### config.mk
export PLATFORM = sky130hd
export DESIGN_NAME = glixon_conv
export DESIGN_NICKNAME = d
export VERILOG_FILES = /design/src/rtl/glx_pkg.sv /design/src/rtl/glx_digit_core.sv /design/src/rtl/glx_lane.sv /design/src/rtl/glx_out_reg.sv /design/src/rtl/glixon_conv.sv
export SDC_FILE = /design/constraint.sdc
export NUM_CORES = 1
export LEC_CHECK = 0
export BUFFER_PORTS_ARGS = -buffer_cell sky130_fd_sc_hd__buf_2
export CAP_MARGIN = 20
export CORE_AREA = 5 5 42 44
export DETAILED_ROUTE_END_ITERATION = 10
export DIE_AREA = 0 0 47 49
export PLACE_DENSITY = 0.74
export SLEW_MARGIN = 30
export SYNTH_ARGS = -nofsm -noshare
export SYNTH_HDL_FRONTEND = slang
export SYNTH_SLANG_ARGS = --single-unit
### constraint.sdc
create_clock -name clk -period 3.3 [get_ports clk]
set_clock_uncertainty 0.2 [all_clocks]
set_input_delay 0.66 -clock clk [delete_from_list [all_inputs] [get_ports clk]]
set_output_delay 0.66 -clock clk [all_outputs]
set_load 0.02 [all_outputs]
### src/rtl/glx_pkg.sv
package glx_pkg;

    localparam int DIGIT_W   = 4;
    localparam int MAX_DIGIT = 9;

    typedef logic [DIGIT_W-1:0] bcd_t;
    typedef logic [DIGIT_W-1:0] glx_t;

    typedef struct packed {
        logic err;
        glx_t code;
    } lane_res_t;

    function automatic logic is_decimal(input bcd_t v);
        return (v <= bcd_t'(MAX_DIGIT));
    endfunction

endpackage

### src/rtl/glx_digit_core.sv
module glx_digit_core
    import glx_pkg::*;
(
    input  bcd_t digit,
    output glx_t code
);
    logic a, b, c, d;

    assign {a, b, c, d} = digit;

    // Weight-8 bit passes straight through.
    assign code[3] = a;
    // Set for digits 4..8.
    assign code[2] = b | (a & ~d);
    // Checkerboard pattern: one XOR gate.
    assign code[1] = b ^ c;
    // Checkerboard pattern in the lower half, cleared for 8 and 9.
    assign code[0] = ~a & (c ^ d);
endmodule

### src/rtl/glx_lane.sv
module glx_lane
    import glx_pkg::*;
(
    input  logic      enable,
    input  bcd_t      digit,
    output lane_res_t res
);
    glx_t raw_code;
    logic legal;

    glx_digit_core u_core (
        .digit (digit),
        .code  (raw_code)
    );

    assign legal = is_decimal(digit);

    always_comb begin
        res.err  = enable & ~legal;
        res.code = (enable & legal) ? raw_code : '0;
    end
endmodule

### src/rtl/glx_out_reg.sv
module glx_out_reg #(
    parameter int WIDTH = 8
) (
    input  logic             clk,
    input  logic             rst,
    input  logic             d_valid,
    input  logic [WIDTH-1:0] d_data,
    output logic             q_valid,
    output logic [WIDTH-1:0] q_data
);
    always_ff @(posedge clk) begin
        if (rst) begin
            q_valid <= 1'b0;
            q_data  <= '0;
        end else begin
            q_valid <= d_valid;
            q_data  <= d_data;
        end
    end
endmodule

### src/rtl/glixon_conv.sv
module glixon_conv
    import glx_pkg::*;
#(
    parameter int NUM_DIGITS = 2
) (
    input  logic                          clk,
    input  logic                          rst,
    input  logic                          in_valid,
    input  logic [DIGIT_W*NUM_DIGITS-1:0] in_bcd,
    output logic                          out_valid,
    output logic [DIGIT_W*NUM_DIGITS-1:0] out_code,
    output logic [NUM_DIGITS-1:0]         out_err
);
    localparam int CODE_W = DIGIT_W * NUM_DIGITS;
    localparam int REG_W  = CODE_W + NUM_DIGITS;

    logic [CODE_W-1:0]     next_code;
    logic [NUM_DIGITS-1:0] next_err;
    logic [REG_W-1:0]      reg_q;

    for (genvar i = 0; i < NUM_DIGITS; i++) begin : g_lane
        lane_res_t res;

        glx_lane u_lane (
            .enable (in_valid),
            .digit  (in_bcd[DIGIT_W*i +: DIGIT_W]),
            .res    (res)
        );

        assign next_code[DIGIT_W*i +: DIGIT_W] = res.code;
        assign next_err[i]                     = res.err;
    end

    glx_out_reg #(.WIDTH(REG_W)) u_reg (
        .clk     (clk),
        .rst     (rst),
        .d_valid (in_valid),
        .d_data  ({next_err, next_code}),
        .q_valid (out_valid),
        .q_data  (reg_q)
    );

    assign out_code = reg_q[CODE_W-1:0];
    assign out_err  = reg_q[REG_W-1:CODE_W];
endmodule

==> reports/metrics.yaml, run 1 <==
pwr_density_cell_nw_per_um2: 434
slew_violations: 0
worst_path_max_delay_cell: "dfxtp_1"
ant_nets: 0
die_w_um: 47
cp_max_fo: 1
clock_sinks: 11
nets: 82
grt_max_degree: 8
core_area_um2: 1400
syn2layout_area_growth_pct: 32.7
cts_setup_buffers: 0
cts-buffers-inserted: 3
yosys_warnings: 0
hold_violations: 0
critPathKind: "reg2out"
cts_root_buffer: "clkbuf_4"
startpoint_type: "flip-flop"
outcome: "finished clean"
num_rows: 14
cts_resized: 0
start_util: 0.330
period_needed_ns: 1.59
drt-initial-drc-count: 6
ys_seq_elements: 11
hold_class: "in2reg"
rsz0062_at_grt: "no"
htreeDepth: 1
synth.distinct_cells: 15
fmax_ghz: 0.630
critPathMaxStageDelay_ns: 0.31
worst_setup_path_end_kind: "output pin"
syn_inst: 41
synth_sequential_area_ratio: 0.476
p_leak_nw: 0.341
die_h_um: 49
drtPass1Iterations: 2
required_ns: 2.44
setup_violations: 0
setup.worst_path.start: "u_reg.q_data[9]$_SDFF_PP0_"
cts_buffer_depth: 2
tns_ns: 0
finish.instance_area_um2: 614
finalCritPeriodShare: 0.481
diodes: 0
dp_hpwl_um: 814
worstMarginPinSlew_ns: 0.334
vias: 383
grt_pass1_vias: 354
peakVddDrop_uv: 161
grt_usage: 0.0954
max-slew-margin-rel: 0.777
gr-total-overflow: 0
cp_cell_sequence: "buf_2"
place.gp.congestion: 0.762
holdBufCountCts: 0
io_pins: 22
drc: 0
worstHoldStart: "in_bcd[1]"
path_delay_family: "flip-flops"
clk_pin_slew_ns: 0.07
post_dp_cell_area_um2: 588
synthesis.nets: 56
synth_area_per_cell_um2: 11.3
maxCapViolations: 0
io_buffers: 21
fill_cells: 147
dieArea_um2: 2300
wl_per_cell_um: 11.9
synthesis.area_um2: 463
critPathArrivalTime_ns: 0.73
totalWireLength_um: 973
grt_pass1_wl_mm: 1.50
via_per_inst: 4.67
drive_above_1_share: 0.424
grt_antenna_before_repair: 0
path_buf_inv: 1
cts_tree: "built"
## path summary, 6_finish.rpt
check                          to  cells after the start
max                    out_err[1]                      1
min    u_reg.q_data[1]$_SDFF_PP0_                      2
## synthesized netlist by cell type
master,number,share of area
inv_2,1,0.0081
and3_1,4,0.054
nand2b_4,1,0.030
xnor2_1,1,0.019
nand3b_1,1,0.016
dfxtp_1,11,0.48
nand4bb_1,2,0.049
ha_1,4,0.11
o21bai_1,2,0.032
o41ai_2,2,0.070
nand2b_1,1,0.014
o32ai_1,2,0.038
inv_1,6,0.049
nor3b_1,1,0.016
nor3_1,2,0.022
## stage by stage
step                power (W)  hold slack, ns   util  instances  setup WS [ns]
floorplan            0.000164           0.556      -         41           1.76
global placement     0.000180           0.677  0.420         78           1.59
detailed placement   0.000182           0.681  0.420         78           1.50
CTS                  0.000271           0.398  0.438         82           1.69
global route         0.000284           0.400  0.438         82           1.65
finish               0.000266           0.410  0.438         82           1.71
## where the power goes
| group | total [W] | switching (W) | internal, W |
|---|---|---|---|
| Sequential | 0.000138 | 0.000000881 | 0.000137 |
| Combinational | 0.0000403 | 0.0000235 | 0.0000168 |
| Clock | 0.0000878 | 0.0000411 | 0.0000467 |
## cell usage in the layout, fill, tap and decap left out, types with 2 or more instances in the layout
cell       synthesis  layout
nor3_1             2       2
o21bai_1           2       2
and3_1             4       4
dfxtp_1           11      11
inv_1              6       6
buf_2              0      21
o32ai_1            2       2
clkbuf_4           0       3
o41ai_2            2       2
ha_1               4       4
nand4bb_1          2       2
## registers in the layout (all words and copies together) (netlist names)
| name | count |
|---|---|
| u_reg.q_valid | 1 |
| u_reg.q_data | 10 |
## logic make-up (layout without fill, tap and decap cells)
kind of cell | count (synthesis) | count (layout) | share of synthesized area
adder cells (fa/ha/maj) | 4 | 4 | 0.108
buffers and inverters | 7 | 32 | 0.0567
XOR/XNOR | 1 | 1 | 0.0189
flip-flops | 11 | 11 | 0.476
AND/OR/NAND/NOR | 12 | 12 | 0.200
AO/OA/AOI/OAI | 6 | 6 | 0.141
## cell type report
type | instances | area (um^2) | area share
Inverter | 7 | 26.3 | 0.0428
Timing Repair Buffer | 21 | 105 | 0.171
Sequential cell | 11 | 220 | 0.358
Clock buffer | 4 | 26.3 | 0.0428
Multi-Input combinational cell | 23 | 216 | 0.352
Tap cell | 16 | 20.0 | 0.0326
## per-layer routing
metal / share of wire / up-vias / track usage / routed length, um
li1: - / 194 / - / -
met1: 0.41 / 167 / 0.116 / 403
met2: 0.45 / 18 / 0.118 / 436
met3: 0.083 / 4 / 0.0258 / 81
met4: 0.052 / 0 / 0.111 / 51
met5: 0 / - / 0 / 0
(Power assumes the default switching activity.)
==> run 2, diff against run 1 <==
clock period = 1.5 ns   (was 3.3 ns; I/O delays follow)
==> run 2 against run 1 <==
- sequential power increased by 120%
- combinational power increased by 120%
- routed wire length is 1.7% lower
- critical path type unchanged
- critical endpoint unchanged
- largest cell class unchanged
==> reports/metrics.yaml, run 2 (synthesized netlist as in run 1, its figures left out) <==
final-seq-area_um2: 220
p_seq_frac: 0.521
grt_antenna_before_repair: 0
critPathArrivalTime_ns: 0.71
outcome: "finished clean"
die_h_um: 49
drt-initial-drc-count: 4
dieArea_um2: 2300
cts_root_buffer: "clkbuf_4"
die_w_um: 47
diodes: 0
peakVddDrop_uv: 428
hold_class: "in2reg"
htreeDepth: 1
ant_nets: 0
dp_hpwl_um: 820
cts_setup_buffers: 0
io_buffers: 21
cp_cell_sequence: "buf_2"
power_frac_comb: 0.152
num_rows: 14
final_cells: 82
largestRegisters: "u_reg.q_data: 10 flops, u_reg.q_valid: 1 flops"
wl_per_cell_um: 11.7
totalWireLength_um: 956
holdBufCountCts: 0
core_area_um2: 1400
grt_max_degree: 8
maxCapViolations: 0
critPathMaxStageDelay_ns: 0.31
gr-total-overflow: 0
hold_violations: 0
largest_register: "u_reg.q_data"
period_needed_ns: 1.21
final_common_cell: "buf_2"
tns_ns: 0
postLayoutSetupSlackWorst_ns: 0.285
setup.worst_path.end: "out_err[1]"
io_pins: 22
grt_usage: 0.0926
slew_violations: 0
via_per_inst: 4.62
syn2layout_area_growth_pct: 32.7
pwr_density_cell_nw_per_um2: 951
setup.worst_path.start: "u_reg.q_data[9]$_SDFF_PP0_"
start_util: 0.330
p_leak_nw: 0.341
cts-buffers-inserted: 3
fmax_ghz: 0.823
cts_tree: "built"
worst_path_max_delay_cell: "dfxtp_1"
cts_resized: 0
place.gp.congestion: 0.761
clk_pin_slew_ns: 0.07
clock_sinks: 11
drive_above_1_share: 0.424
finalCritPeriodShare: 0.810
multi_input_area_um2: 216
nets: 82
cp_max_fo: 1
rsz0062_at_grt: "no"
finish.instance_area_um2: 614
fill_cells: 144
worst_setup_path_end_kind: "output pin"
path_delay_family: "flip-flops"
internal_power_w: 0.000442
required_ns: 1.00
final_cell_mix: "buf_2 (21), dfxtp_1 (11), inv_1 (6)"
post_dp_cell_area_um2: 588
cts_buffer_depth: 2
power_switching_w: 0.000142
pwr-share-clk: 0.327
path_buf_inv: 1
grt_pass1_vias: 377
drtPass1Iterations: 2
post-place-cells: 78
drc: 0
largest_reg_flops: 10
max-slew-margin-rel: 0.774
startpoint_type: "flip-flop"
vias: 379
place_ws_ns: 0.0523
critPathKind: "reg2out"
setup_violations: 0
worstMarginPinSlew_ns: 0.338
cp.depth: 1
swShare: 0.244
grt_pass1_wl_mm: 1.56
-- run 2: cell counts in the layout (fill, tap and decap cells not counted) --
No cell type changed its count.
-- run 2: layout make-up --
| cell class | count | share of cell area |
|---|---|---|
| well taps | 16 | 0.0326 |
| inverters | 7 | 0.0428 |
| clock buffers | 4 | 0.0428 |
| multi-input cells | 23 | 0.352 |
| flip-flops and latches | 11 | 0.358 |
| repair buffers | 21 | 0.171 |
-- run 2: worst min-delay path by stage --
stage                     startpoint                         end  slack, ns  cells past startpoint
after CTS                  in_bcd[1]  u_reg.q_data[1]$_SDFF_PP0_       0.05                      2
final                      in_bcd[1]  u_reg.q_data[1]$_SDFF_PP0_       0.06                      2
after global placement     in_bcd[1]  u_reg.q_data[1]$_SDFF_PP0_       0.32                      2
after detailed placement   in_bcd[1]  u_reg.q_data[1]$_SDFF_PP0_       0.33                      2
after global routing       in_bcd[1]  u_reg.q_data[1]$_SDFF_PP0_       0.05                      2
after floorplan            in_bcd[1]  u_reg.q_data[1]$_SDFF_PP0_       0.20                      1
-- run 2: power by group through the flow --
stage	sequential, W	clock (W)	combinational, W
after floorplan	0.000325	0	0.0000351
after global placement	0.000311	0	0.0000855
after detailed placement	0.000311	0	0.0000894
after CTS	0.000304	0.000197	0.0000897
after global routing	0.000305	0.000219	0.0000978
final	0.000304	0.000191	0.0000888
-- run 2: stage by stage --
stage	util	hold WS [ns]	power [W]
after detailed placement	0.420	0.327	0.000400
after global routing	0.438	0.0526	0.000622
after global placement	0.420	0.317	0.000396
final	0.438	0.0558	0.000584
after CTS	0.438	0.0535	0.000591
after floorplan	-	0.196	0.000360
-- run 2: layer usage --
metal  track usage  vias up  wire length (um)  share of wire
met5             0        -                 0              0
met4        0.0553        0                19          0.020
met3        0.0221        2                72          0.075
met2         0.133       14               458           0.48
met1         0.120      169               406           0.42
li1              -      194                 -              -
==> run 3, diff against run 2 <==
PLACE_DENSITY = 0.76   (was 0.74)
clock period = 1 ns   (was 1.5 ns; I/O delays follow)
==> run 3 against run 2 <==
- the flow now finishes with violations (negative hold slack, negative setup slack)
- clock power increased by 54%
- largest cell class is now multi-input gates
- setup slack got worse by 0.39 ns
- largest power group unchanged
- sequential power increased by 52%
- combinational power increased by 120%
- die area unchanged
==> reports/metrics.yaml, run 3 (synthesized netlist as in run 1, its figures left out) <==
outcome: "finished with violations"
violations: "negative hold slack, negative setup slack"
critPathArrivalTime_ns: 0.71
ant_nets: 0
cts_root_buffer: "clkbuf_4"
via_per_inst: 4.66
startpoint_type: "flip-flop"
grt_antenna_before_repair: 0
worst_setup_path_end_kind: "output pin"
total_power_w: 0.000954
utilization: 0.572
wl_per_cell_um: 11.3
drtPass1Iterations: 4
grt_max_degree: 8
start_util: 0.330
drive_above_1_share: 0.740
cts_tree: "built"
holdWs_ns: -0.0275
largestRegisters: "u_reg.q_data: 10 flops, u_reg.q_valid: 1 flops"
largest_register: "u_reg.q_data"
final_cell_mix: "buf_6 (11), dfxtp_2 (11), buf_2 (10)"
nets: 89
gr-total-overflow: 0
clk_pin_slew_ns: 0.07
place.gp.congestion: 0.770
max-slew-margin-rel: 0.848
setup_violations: 11
diodes: 0
cp_max_fo: 1
maxCapViolations: 0
grt_pass1_vias: 399
critPathKind: "reg2out"
hold_class: "in2reg"
core_area_um2: 1400
period_needed_ns: 1.11
slew_violations: 0
pwr_density_cell_nw_per_um2: 1190
hold_violations: 1
die_h_um: 49
path_buf_inv: 1
drt-initial-drc-count: 10
totalWireLength_mm: 1.01
cts_buffer_depth: 2
rsz0062_at_grt: "yes"
dp_hpwl_um: 824
syn2layout_area_growth_pct: 73.2
cp.depth: 1
hold_depth: 2
drc: 0
critPathMaxStageDelay_ns: 0.32
finalCritPeriodShare: 1.11
grt_pass1_wl_mm: 1.66
required_ns: 0.60
io_buffers: 21
grt_usage: 0.105
die_w_um: 47
dieArea_um2: 2300
cts-buffers-inserted: 3
path_delay_family: "flip-flops"
io_pins: 22
largest_reg_flops: 10
num_rows: 14
vias: 415
clock_sinks: 11
postLayoutSetupSlackWorst_ns: -0.110
worstMarginPinSlew_ns: 0.226
cp_cell_sequence: "buf_6"
htreeDepth: 1
p_leak_nw: 0.387
fmax_ghz: 0.901
cts_setup_buffers: 0
peakVddDrop_uv: 394
worst_path_max_delay_cell: "dfxtp_2"
## run 3: worst paths after layout
| path | startpoint | slack, ns | endpoint |
|---|---|---|---|
| setup / recovery | u_reg.q_data[5]$_SDFF_PP0_ | -0.11 | out_code[5] |
| hold / removal | in_bcd[7] | -0.03 | u_reg.q_data[5]$_SDFF_PP0_ |
## run 3: power by group
| part | switching (W) | total, W | internal [W] |
|---|---|---|---|
| clock | 0.000140 | 0.000294 | 0.000154 |
| combinational | 0.0000911 | 0.000196 | 0.000105 |
| sequential | 0.00000683 | 0.000463 | 0.000457 |
| total | 0.000238 | 0.000954 | 0.000716 |
## run 3: layout make-up
type | instances | area [um^2]
fill | 112 | 599
sequential | 11 | 234
clock buffer | 4 | 26.3
multi-input combinational | 23 | 264
timing repair buffer | 28 | 226
inverter | 7 | 31.3
tap | 16 | 20.0
## run 3: per-stage QoR
step / TNS, ns / cell area [um^2] / cells / setup slack [ns] / hold slack, ns
global placement: -1.25 / 688 / 85 / -0.184 / 0.247
finish: -1.11 / 802 / 89 / -0.110 / -0.0275
global route: -1.39 / 802 / 89 / -0.137 / -0.0121
CTS: -1.23 / 797 / 89 / -0.119 / -0.0406
floorplan: 0 / 510 / 41 / 0.00639 / 0.0963
detailed placement: -1.44 / 688 / 85 / -0.194 / 0.257
## run 3: routing by layer
metal | GRT usage | share of wire | vias up
met2 | 0.140 | 0.49 | 16
li1 | - | - | 208
met3 | 0.0221 | 0.071 | 4
met1 | 0.125 | 0.40 | 187
met5 | 0 | 0 | -
met4 | 0.111 | 0.042 | 0
## run 3: repair_timing
| action | CTS | global route |
|---|---|---|
| gates resized for setup | 33 | 1 |
| endpoints found under the hold margin | 1 | 1 |
| setup endpoints to repair | 11 | 12 |
| pin swaps | 0 | 0 |
